## src/rtl/dac_unlock_pkg.sv

```systemverilog
package dac_unlock_pkg;

    typedef enum logic [2:0] {
        DEPTH_VGA = 3'd0,
        DEPTH_8   = 3'd1,
        DEPTH_15  = 3'd2,
        DEPTH_16  = 3'd3,
        DEPTH_24  = 3'd4,
        DEPTH_32  = 3'd5
    } depth_e;

    // decoded view of one bus cycle
    typedef struct packed {
        logic mask_rd;
        logic mask_wr;
        logic other_dac;
    } dac_access_t;

endpackage

```

## src/rtl/dac_port_decode.sv

```systemverilog
module dac_port_decode #(
    parameter int ADDR_W   = 4,
    parameter int MASK_OFS = 6,
    parameter int RIDX_OFS = 7,
    parameter int WIDX_OFS = 8,
    parameter int DATA_OFS = 9
) (
    input  logic [ADDR_W-1:0]           io_addr,
    input  logic                        io_rd,
    input  logic                        io_wr,
    output dac_unlock_pkg::dac_access_t acc
);
    localparam logic [ADDR_W-1:0] MASK_A = ADDR_W'(MASK_OFS);
    localparam logic [ADDR_W-1:0] RIDX_A = ADDR_W'(RIDX_OFS);
    localparam logic [ADDR_W-1:0] WIDX_A = ADDR_W'(WIDX_OFS);
    localparam logic [ADDR_W-1:0] DATA_A = ADDR_W'(DATA_OFS);

    logic is_mask;
    logic is_other;

    always_comb begin
        is_mask  = (io_addr == MASK_A);
        is_other = (io_addr == RIDX_A) || (io_addr == WIDX_A) || (io_addr == DATA_A);
        // a write on the mask port wins over a read in the same cycle
        acc.mask_wr   = io_wr && is_mask;
        acc.mask_rd   = io_rd && !io_wr && is_mask;
        acc.other_dac = (io_rd || io_wr) && is_other;
    end
endmodule

```

## src/rtl/dac_unlock_ctr.sv

```systemverilog
module dac_unlock_ctr #(
    parameter int UNLOCK_RUNS = 4,
    parameter int CNT_W       = $clog2(UNLOCK_RUNS + 1)
) (
    input  logic                        clk,
    input  logic                        rst_n,
    input  dac_unlock_pkg::dac_access_t acc,
    output logic [CNT_W-1:0]            cnt,
    output logic                        unlocked
);
    localparam logic [CNT_W-1:0] LIMIT = CNT_W'(UNLOCK_RUNS);

    typedef struct packed {
        logic [CNT_W-1:0] cnt;
    } ctr_state_t;

    ctr_state_t st_d, st_q;

    always_comb begin
        st_d = st_q;
        if (acc.mask_wr || acc.other_dac) begin
            st_d.cnt = '0;
        end else if (acc.mask_rd && (st_q.cnt != LIMIT)) begin
            st_d.cnt = st_q.cnt + 1'b1;
        end
    end

    always_ff @(posedge clk) begin
        if (!rst_n) begin
            st_q <= '0;
        end else begin
            st_q <= st_d;
        end
    end

    assign cnt      = st_q.cnt;
    assign unlocked = (st_q.cnt == LIMIT);
endmodule

```

## src/rtl/dac_ext_regs.sv

```systemverilog
module dac_ext_regs #(
    parameter int          DATA_W   = 8,
    parameter logic [DATA_W-1:0] MASK_RST = '1
) (
    input  logic                        clk,
    input  logic                        rst_n,
    input  dac_unlock_pkg::dac_access_t acc,
    input  logic                        unlocked,
    input  logic [DATA_W-1:0]           wdata,
    output logic [DATA_W-1:0]           rd_mask_port,
    output logic [DATA_W-1:0]           hid_ctrl,
    output logic [DATA_W-1:0]           pix_mask
);
    typedef struct packed {
        logic [DATA_W-1:0] hid;
        logic [DATA_W-1:0] mask;
    } reg_state_t;

    reg_state_t st_d, st_q;

    always_comb begin
        st_d = st_q;
        if (acc.mask_wr) begin
            if (unlocked) begin
                st_d.hid = wdata;
            end else begin
                st_d.mask = wdata;
            end
        end
    end

    always_ff @(posedge clk) begin
        if (!rst_n) begin
            st_q.hid  <= '0;
            st_q.mask <= MASK_RST;
        end else begin
            st_q <= st_d;
        end
    end

    assign rd_mask_port = unlocked ? st_q.hid : st_q.mask;
    assign hid_ctrl     = st_q.hid;
    assign pix_mask     = st_q.mask;
endmodule

```

## src/rtl/dac_depth_dec.sv

```systemverilog
module dac_depth_dec #(
    parameter int MODE_W = 8
) (
    input  logic [MODE_W-1:0]      seq_mode,
    input  logic                   wide_sel,
    output dac_unlock_pkg::depth_e depth
);
    import dac_unlock_pkg::*;

    logic [2:0] field;
    depth_e     sixteen;

    always_comb begin
        field   = seq_mode[3:1];
        sixteen = wide_sel ? DEPTH_16 : DEPTH_15;
        depth   = DEPTH_VGA;
        if (seq_mode[0]) begin
            unique case (field)
                3'd0:       depth = DEPTH_8;
                3'd1, 3'd3: depth = sixteen;
                3'd2:       depth = DEPTH_24;
                3'd4:       depth = DEPTH_32;
                default:    depth = DEPTH_VGA;
            endcase
        end
    end
endmodule

```

## src/rtl/dac_unlock_top.sv

```systemverilog
module dac_unlock_top #(
    parameter int ADDR_W      = 4,
    parameter int DATA_W      = 8,
    parameter int UNLOCK_RUNS = 4,
    parameter int MASK_OFS    = 6,
    parameter int RIDX_OFS    = 7,
    parameter int WIDX_OFS    = 8,
    parameter int DATA_OFS    = 9
) (
    input  logic              clk,
    input  logic              rst_n,
    input  logic [ADDR_W-1:0] io_addr,
    input  logic              io_rd,
    input  logic              io_wr,
    input  logic [DATA_W-1:0] io_wdata,
    input  logic [7:0]        seq_mode,
    output logic [DATA_W-1:0] io_rdata,
    output logic [DATA_W-1:0] hid_ctrl,
    output logic [DATA_W-1:0] pix_mask,
    output logic [2:0]        depth
);
    import dac_unlock_pkg::*;

    localparam int CNT_W = $clog2(UNLOCK_RUNS + 1);
    localparam logic [ADDR_W-1:0] MASK_A = ADDR_W'(MASK_OFS);

    dac_access_t       acc;
    logic [CNT_W-1:0]  cnt_q;
    logic              unlocked;
    logic [DATA_W-1:0] mask_port_val;
    depth_e            depth_code;

    dac_port_decode #(
        .ADDR_W  (ADDR_W),
        .MASK_OFS(MASK_OFS),
        .RIDX_OFS(RIDX_OFS),
        .WIDX_OFS(WIDX_OFS),
        .DATA_OFS(DATA_OFS)
    ) u_dec (
        .io_addr(io_addr),
        .io_rd  (io_rd),
        .io_wr  (io_wr),
        .acc    (acc)
    );

    dac_unlock_ctr #(
        .UNLOCK_RUNS(UNLOCK_RUNS),
        .CNT_W      (CNT_W)
    ) u_ctr (
        .clk     (clk),
        .rst_n   (rst_n),
        .acc     (acc),
        .cnt     (cnt_q),
        .unlocked(unlocked)
    );

    dac_ext_regs #(
        .DATA_W(DATA_W)
    ) u_regs (
        .clk         (clk),
        .rst_n       (rst_n),
        .acc         (acc),
        .unlocked    (unlocked),
        .wdata       (io_wdata),
        .rd_mask_port(mask_port_val),
        .hid_ctrl    (hid_ctrl),
        .pix_mask    (pix_mask)
    );

    dac_depth_dec #(
        .MODE_W(8)
    ) u_depth (
        .seq_mode(seq_mode),
        .wide_sel(hid_ctrl[0]),
        .depth   (depth_code)
    );

    always_comb begin
        io_rdata = '0;
        if (io_rd && (io_addr == MASK_A)) begin
            io_rdata = mask_port_val;
        end
    end

    assign depth = depth_code;
endmodule

```

## config.mk

```make
export PLATFORM = sky130hd
export DESIGN_NAME = dac_unlock_top
export DESIGN_NICKNAME = d
export VERILOG_FILES = /design/src/rtl/dac_unlock_pkg.sv /design/src/rtl/dac_port_decode.sv /design/src/rtl/dac_unlock_ctr.sv /design/src/rtl/dac_ext_regs.sv /design/src/rtl/dac_depth_dec.sv /design/src/rtl/dac_unlock_top.sv
export SDC_FILE = /design/constraint.sdc
export NUM_CORES = 1
export LEC_CHECK = 0
export CAP_MARGIN = 40
export CORE_ASPECT_RATIO = 1.1
export CORE_MARGIN = 2
export CORE_UTILIZATION = 34
export DETAILED_ROUTE_END_ITERATION = 16
export PLACE_DENSITY = 0.69
export SYNTH_ARGS = -nofsm -noshare
export SYNTH_HDL_FRONTEND = slang
export SYNTH_SLANG_ARGS = --single-unit
```

## constraint.sdc

```tcl
create_clock -name clk -period 2 [get_ports clk]
set_clock_uncertainty 0.05 [all_clocks]
set_input_delay 0.5 -clock clk [delete_from_list [all_inputs] [get_ports clk]]
set_output_delay 0.5 -clock clk [all_outputs]
set_load 0.05 [all_outputs]
```

# After elaboration in Yosys (flattened, before gate mapping)
# Index checks and enable logic that the tools add are counted.
# word_totals
ff_bits	19
inputBits	24
elab_cells	37
# classes
n_addsub	1
n_eq_ne	10
muxes	5
n_bitwise	2
n_reduce_logical	16
# ops
cell	count
2-to-1 mux 8 bit	2
one-hot mux 3 bit (4 select lines)	1
== test 4 x 3 -> 1 bit, second input constant	2
== test 4 bit, second input constant	2
== test 3 x 2 -> 1 bit, second input constant	2
== test 3 bit, second input constant	2
logical AND 1 bit	6
logical OR 1 bit	4
AND reduction 2 bit	2
OR reduction 2 bit	2
adder 3 x 1 -> 3 bit, second input constant	1
== test 3 x 1 -> 1 bit, second input constant	1
zero test 3 bit	1
2-to-1 mux 3 bit	1
!= test 3 bit, second input constant	1
inverter 1 bit	2
zero test 1 bit	1
2-to-1 mux 1 bit	1

# Logic depth before layout (Yosys ltp)
# Gate-level depths: netlist of run 1.
# depth
ltp_word	6
mapped_depth	6
depth_no_buf	5

# Modules after synthesis
# Synthesis of run 1 repeated with hierarchy kept, for this count alone.
# unflattened
cells_unflattened	144
area_unflattened_um2	1277.5
# by_module_without_submodules
module	n_inst	cells_per_inst	area_each_um2	seq_area_each_um2
dac_ext_regs	1	91	812.0	320.3
dac_unlock_ctr	1	19	206.4	60.1
dac_unlock_top	1	21	157.7	0.0
dac_depth_dec	1	6	51.3	0.0
dac_port_decode	1	7	50.0	0.0

# Least setup slack after synthesis of run 1
# Ideal clock, no wire load.
# synth_path
kind	register -> output
from	reg u_ctr.st_q, in the netlist u_ctr.cnt[0]
to	out io_rdata[0]
arrival_ps	1967
t_required_ps	1450
setup_slack_ps	-517
path_stages_with_launch	7
path_buffers	1
path_cell_list	dfxtp_1 inv_1 ha_1 nand2_1 clkbuf_1 nand2_1 a21oi_1
# synth_between
elab_chain_cells	3
# synth_lines
element	line	source
start, declared	dac_unlock_ctr.sv:17	ctr_state_t st_d, st_q;
start signal, assigned	dac_unlock_ctr.sv:32	st_q <= st_d;
== test 3 bit	dac_unlock_ctr.sv:37	assign unlocked = (st_q.cnt == LIMIT);
2-to-1 mux 8 bit	dac_ext_regs.sv:41	assign rd_mask_port = unlocked ? st_q.hid : st_q.mask;
2-to-1 mux 8 bit	dac_unlock_top.sv:80	if (io_rd && (io_addr == MASK_A)) begin
end, declared	dac_unlock_top.sv:17	output logic [DATA_W-1:0] io_rdata,
# No other way between the ends.

# Worst setup path after layout of run 1
# layout_path
from	reg u_ctr.st_q, in the netlist u_ctr.cnt[0]
to	out io_rdata[5]
# The elaborated chain is that of the path after synthesis.

==> impl_metrics.tcl, run 1 <==
set metrics [dict create \
    cts_tree "yes" \
    period_needed_ps 2110 \
    power_leakage_uw 0.000960 \
    ys_ff_latch 19 \
    antenna_found_initial 0 \
    cpMaxStageDelayCell "dfxtp_2" \
    hold_viol_final 0 \
    worstSetupPathType "reg -> out" \
    finalSetupViolCount 8 \
    rows 21 \
    core_area_mm2 0.00302 \
    synth-edff-count 0 \
    post-place-ws_ps -316 \
    holdWs_ps 466 \
    overflow 0 \
    vias 1314 \
    grt_pass1_vias 1296 \
    worstRegToRegCells 6 \
    yosysTopAreaCellShare 0.356 \
    hold_path.class "reg -> reg" \
    synthArstFlopShare 0 \
    power.density_mw_per_mm2 389 \
    met1Wirelength_mm 1.49 \
    slew_viol_final 0 \
    hold_depth 2 \
    firstDrtPassIters 4 \
    drc_errors 0 \
    fin_nets 230 \
    insertion_delay_ps 310 \
    total_power_uw 778 \
    io_pins 51 \
    yosys_warnings 0 \
    yosysUniqueCellTypes 33 \
    met3WireLength_um 232 \
    tightest_slew_ps 334 \
    end_kind "primary output" \
    drive_gt1_frac 0.429 \
    cts_inserted_buffers 3 \
    required_ps 1450 \
    setup_ws_ps -109 \
    vias_per_cell 5.54 \
    area_growth_pct 87.3 \
    startpoint_type "register" \
    cts_hold_buf 0 \
    slew_headroom 0.774 \
    grt_max_degree 15 \
    peakVddDrop_mv 0.378 \
    synth_area_mm2 0.00107 \
    wl_per_cell_um 15.9 \
    wirelength_mm 3.76 \
    cts.sinks 19 \
    max_stage_delay_ps 340 \
    start_util 0.353 \
    worstPathCellList "inv_2 > ha_4 > and2_4 > nand2_4 > a21oi_4 > buf_12" \
    rsz0062_at_grt "true" \
    synth.avg_cell_area_um2 7.85 \
    yosys.area.top_type "dfxtp_1" \
    fin_crit_sh 1.05 \
    drtIter0Drc 33 \
    route.met2.wl_mm 1.95 \
    htree_levels 1 \
    die_width_um 57.4 \
    yosysSeqAreaShare 0.356 \
    yosys-top-cells-area "dfxtp_1 (36%), nand2_1 (9.8%), o221ai_1 (6.6%)" \
    synthCells 136 \
    synth_top_flop_cell "dfxtp_1" \
    die_h_um 62.8 \
    cts_buffer_depth 2 \
    crit_arrival_ps 1560 \
    path_clk_slew_ps 120 \
    gp_congestion 0.747 \
    failed_checks "setup timing" \
    ant_nets 0 \
    synth_nets 162 \
    antenna_cells 0 \
    hpwl_mm 2.59 \
    clockRootBuffer "clkbuf_4" \
    stdcell_area_mm2 0.00200 \
    port-buffer-count 46 \
    routed.top_layer "met4" \
    cp_max_fo 5 \
    grt_usage 0.217 \
    grt_pass1_wl_mm 6.17 \
    drv_cap 0 \
    fmax_mhz 474 \
    dieArea_mm2 0.00360 \
    placed_area_mm2 0.00178 \
    outcome "complete, but fails checks" \
]
final cells by class:
| class | count | area (µm²) |
|---|---|---|
| clock buffers | 3 | 22.5 |
| clock inverters | 1 | 7.51 |
| fillers | 257 | 1020 |
| inverters | 13 | 48.8 |
| multi-input cells | 98 | 808 |
| flip-flops and latches | 19 | 383 |
| well taps | 34 | 42.5 |
| repair buffers | 69 | 687 |
power breakdown:
part	switching [µW]	internal [µW]
Combinational	88.8	85.8
Clock	142	76.4
Sequential	3.02	382
Total	234	544
state kept, by name (all words and copies together), names as in the netlist:
| register | count |
|---|---|
| u_regs.hid_ctrl | 8 |
| u_regs.pix_mask | 8 |
| u_ctr.cnt | 3 |
cell usage after synthesis, types with 2 or more instances:
master    count
clkbuf_1      4
dfxtp_1      19
a21oi_1       9
buf_2         2
o31ai_1       2
and2_1        2
nand4_1       2
nand3_1       9
o221ai_1      8
a211oi_1      2
o21ai_0       8
ha_1          2
a21boi_1      8
inv_1        13
nand2_1      28
critical path, delay by kind of cell (launching register included):
| family | cells | cell delay, ps |
|---|---|---|
| flops | 1 | 340 |
| simple gates | 2 | 300 |
| buf+inv | 2 | 220 |
| fa+ha+maj | 1 | 190 |
| compound gates | 1 | 180 |
cells in the final DEF, fill, tap and decap left out, types with 5 or more instances in the layout:
master and count:
dfxtp_1 17, a21boi_1 8, buf_4 39, buf_12 11, clkdlybuf4s50_1 11, inv_1 11
nand2_4 5, nand3_1 9, a21oi_4 8, o21ai_0 8, o221ai_1 8, dlygate4sd2_1 5
nand2_1 18
layer usage:
| layer | up-vias | track usage |
|---|---|---|
| li1 | 624 | - |
| met3 | 12 | 0.0248 |
| met2 | 56 | 0.379 |
| met5 | - | 0 |
| met1 | 622 | 0.259 |
| met4 | 0 | 0.0959 |
cell families after synthesis:
family / count (synthesis) / synth area share
DFF: 19 / 0.356
xor gates and xnor gates: 1 / 0.00821
buffers and inverters: 20 / 0.0762
AOI/OAI and AO/OA: 43 / 0.274
and+or+nand+nor: 51 / 0.261
adders and majority gates: 2 / 0.0234
final timing paths:
check	from	end	slack, ps
worst min-delay path	u_regs.hid_ctrl[1]$_SDFFE_PN0P_	u_regs.hid_ctrl[1]$_SDFFE_PN0P_	470
worst max register to register	u_ctr.cnt[0]$_SDFFE_PP0P_	u_ctr.cnt[2]$_SDFFE_PP0P_	370
worst min register to register	u_regs.hid_ctrl[1]$_SDFFE_PN0P_	u_regs.hid_ctrl[1]$_SDFFE_PN0P_	470
worst max-delay path	u_ctr.cnt[0]$_SDFFE_PP0P_	io_rdata[5]	-110
what timing repair did:
item | 4_1_cts | 5_1_grt
pin swaps | 13 | 7
setup endpoints to repair | 10 | 8
cloned | 1 | 0
setup buffers | 4 | 3
gates resized for setup | 44 | 6
hold endpoints to repair | 0 | 0
through the flow:
| step | TNS (ps) | instances | utilization |
|---|---|---|---|
| 6_report | -475 | 237 | 0.662 |
| 2_1_floorplan | -851 | 136 | - |
| 4_1_cts | -296 | 234 | 0.648 |
| 3_5_place_dp | -3670 | 225 | 0.589 |
| 5_1_grt | -947 | 237 | 0.662 |
| 3_3_place_gp | -2970 | 225 | 0.589 |
No activity file was read; power rests on OpenSTA's default activity.
==> run 2: changes to the inputs <==
- clock period: 2 -> 2.1 ns (I/O delays scaled with it)
==> run 2 against run 1 <==
  * The run now ends clean
  * Clock power fell by 11%
  * Register-to-register slack gained 120 ps
  * Die area is the same
  * Via count fell by 1.6%
  * Highest routed layer unchanged
==> impl_metrics.tcl, run 2 (synthesized netlist as in run 1, its figures left out) <==
set metrics [dict create \
    outcome "finished clean" \
    dieArea_mm2 0.00360 \
    port-buffer-count 46 \
    gp_congestion 0.810 \
    nFillCells 251 \
    power_leakage_uw 0.000995 \
    ant_nets 0 \
    antenna_found_initial 0 \
    antenna_cells 0 \
    required_ps 1520 \
    vias_per_cell 5.50 \
    cts_buffer_depth 2 \
    wirelength_mm 3.51 \
    power.density_mw_per_mm2 354 \
    core_area_mm2 0.00302 \
    hold_viol_final 0 \
    grt_usage 0.192 \
    peakVddDrop_mv 0.346 \
    grt_max_degree 16 \
    finalSetupViolCount 0 \
    fin_nets 228 \
    tightest_slew_ps 549 \
    drc_errors 0 \
    instances_no_fill 235 \
    period_needed_ps 2060 \
    overflow 0 \
    rsz0062_at_grt "true" \
    crit_arrival_ps 1490 \
    cts.sinks 19 \
    end_kind "primary output" \
    drive_gt1_frac 0.358 \
    area_growth_pct 92.5 \
    htree_levels 1 \
    max_stage_delay_ps 810 \
    fin_crit_sh 0.982 \
    path_clk_slew_ps 130 \
    post-place-ws_ps -327 \
    cts_inserted_buffers 3 \
    cts_hold_buf 0 \
    cp_top_family "buffers and inverters" \
    die_width_um 57.4 \
    setup_ws_ps 37.1 \
    worstSetupPathType "reg -> out" \
    drtIter0Drc 35 \
    hold_path.class "reg -> reg" \
    dp_cells 223 \
    die_h_um 62.8 \
    insertion_delay_ps 290 \
    cpMaxStageDelayCell "clkdlybuf4s50_1" \
    io_pins 51 \
    grt_pass1_vias 1251 \
    startpoint_type "register" \
    clockRootBuffer "clkbuf_4" \
    slew_headroom 0.633 \
    mostFrequentLayoutCells "buf_4 (20), nand2_1 (17), dfxtp_1 (16), dlymetal6s2s_1 (14)" \
    hpwl_mm 2.50 \
    holdWs_ps 462 \
    worst-path-buf-inv 1 \
    rows 21 \
    drv_cap 0 \
    cts_tree "yes" \
    firstDrtPassIters 4 \
    fmax_mhz 485 \
    worstPathCellList "clkdlybuf4s50_1" \
    wl_per_cell_um 14.9 \
    final_common_cell "buf_4" \
    grt_pass1_wl_mm 5.44 \
    total_power_uw 727 \
    slew_viol_final 0 \
    start_util 0.353 \
    cp_max_fo 3 \
    vias 1293 \
]
-- run 2: changes by cell type in the layout (fill, tap and decap cells not counted), sizes merged --
cell,previous run,this run
buf,52,34
clkdlybuf4s50,11,12
dlymetal6s2s,0,14
dlygate4sd2,5,4
clkbuf,3,5
-- run 2: stage by stage --
stage	cell area, µm²	setup TNS [ps]	util
after floorplan	1110	-884	-
after global placement	1810	-2320	0.598
after detailed placement	1810	-3080	0.598
after CTS	1940	0	0.642
after global routing	2050	-28.8	0.680
final	2050	0	0.680
-- run 2: area by class of cell --
class                   instances  area (µm²)  area share
clock buffers                   3        22.5      0.0110
well taps                      34        42.5      0.0207
repair buffers                 67         771       0.375
multi-input cells              98         778       0.379
flip-flops and latches         19         384       0.187
inverters                      13        48.8      0.0238
clock inverters                 1        7.51     0.00365
-- run 2: repair_timing --
action	CTS	global route
gates resized for setup	31	32
pin swaps	11	10
gates cloned	1	1
buffers inserted	4	2
setup endpoints to repair	10	20
-- run 2: final timing paths --
path                                                      start  cells past startpoint  slack [ps]                              end
worst max-delay path            u_regs.pix_mask[1]$_SDFFE_PN1P_                      1          40                      pix_mask[1]
worst min-delay path            u_regs.hid_ctrl[3]$_SDFFE_PN0P_                      2         460  u_regs.hid_ctrl[3]$_SDFFE_PN0P_
worst max register to register        u_ctr.cnt[1]$_SDFFE_PP0P_                      6         490        u_ctr.cnt[2]$_SDFFE_PP0P_
worst min register to register  u_regs.hid_ctrl[3]$_SDFFE_PN0P_                      2         460  u_regs.hid_ctrl[3]$_SDFFE_PN0P_
-- run 2: metal layers --
layer  up-vias  global-route usage  wire (µm)  share of wire
li1        620                   -          -              -
met1       617               0.213       1390           0.40
met2        50               0.358       1870           0.53
met3         6              0.0248        196          0.056
met4         0              0.0785         53          0.015
met5         -                   0          0              0
-- run 2: where the power goes --
part | total, µW | switching [µW] | internal (µW)
logic | 165 | 82.7 | 82.3
clock network | 195 | 122 | 72.7
registers | 367 | 3.13 | 364
==> run 3: changes to the inputs <==
- ABC_CLOCK_PERIOD_IN_PS: default -> 2100
==> results of run 3 <==
Final layout, timing and power as in run 2 (identical DEF).
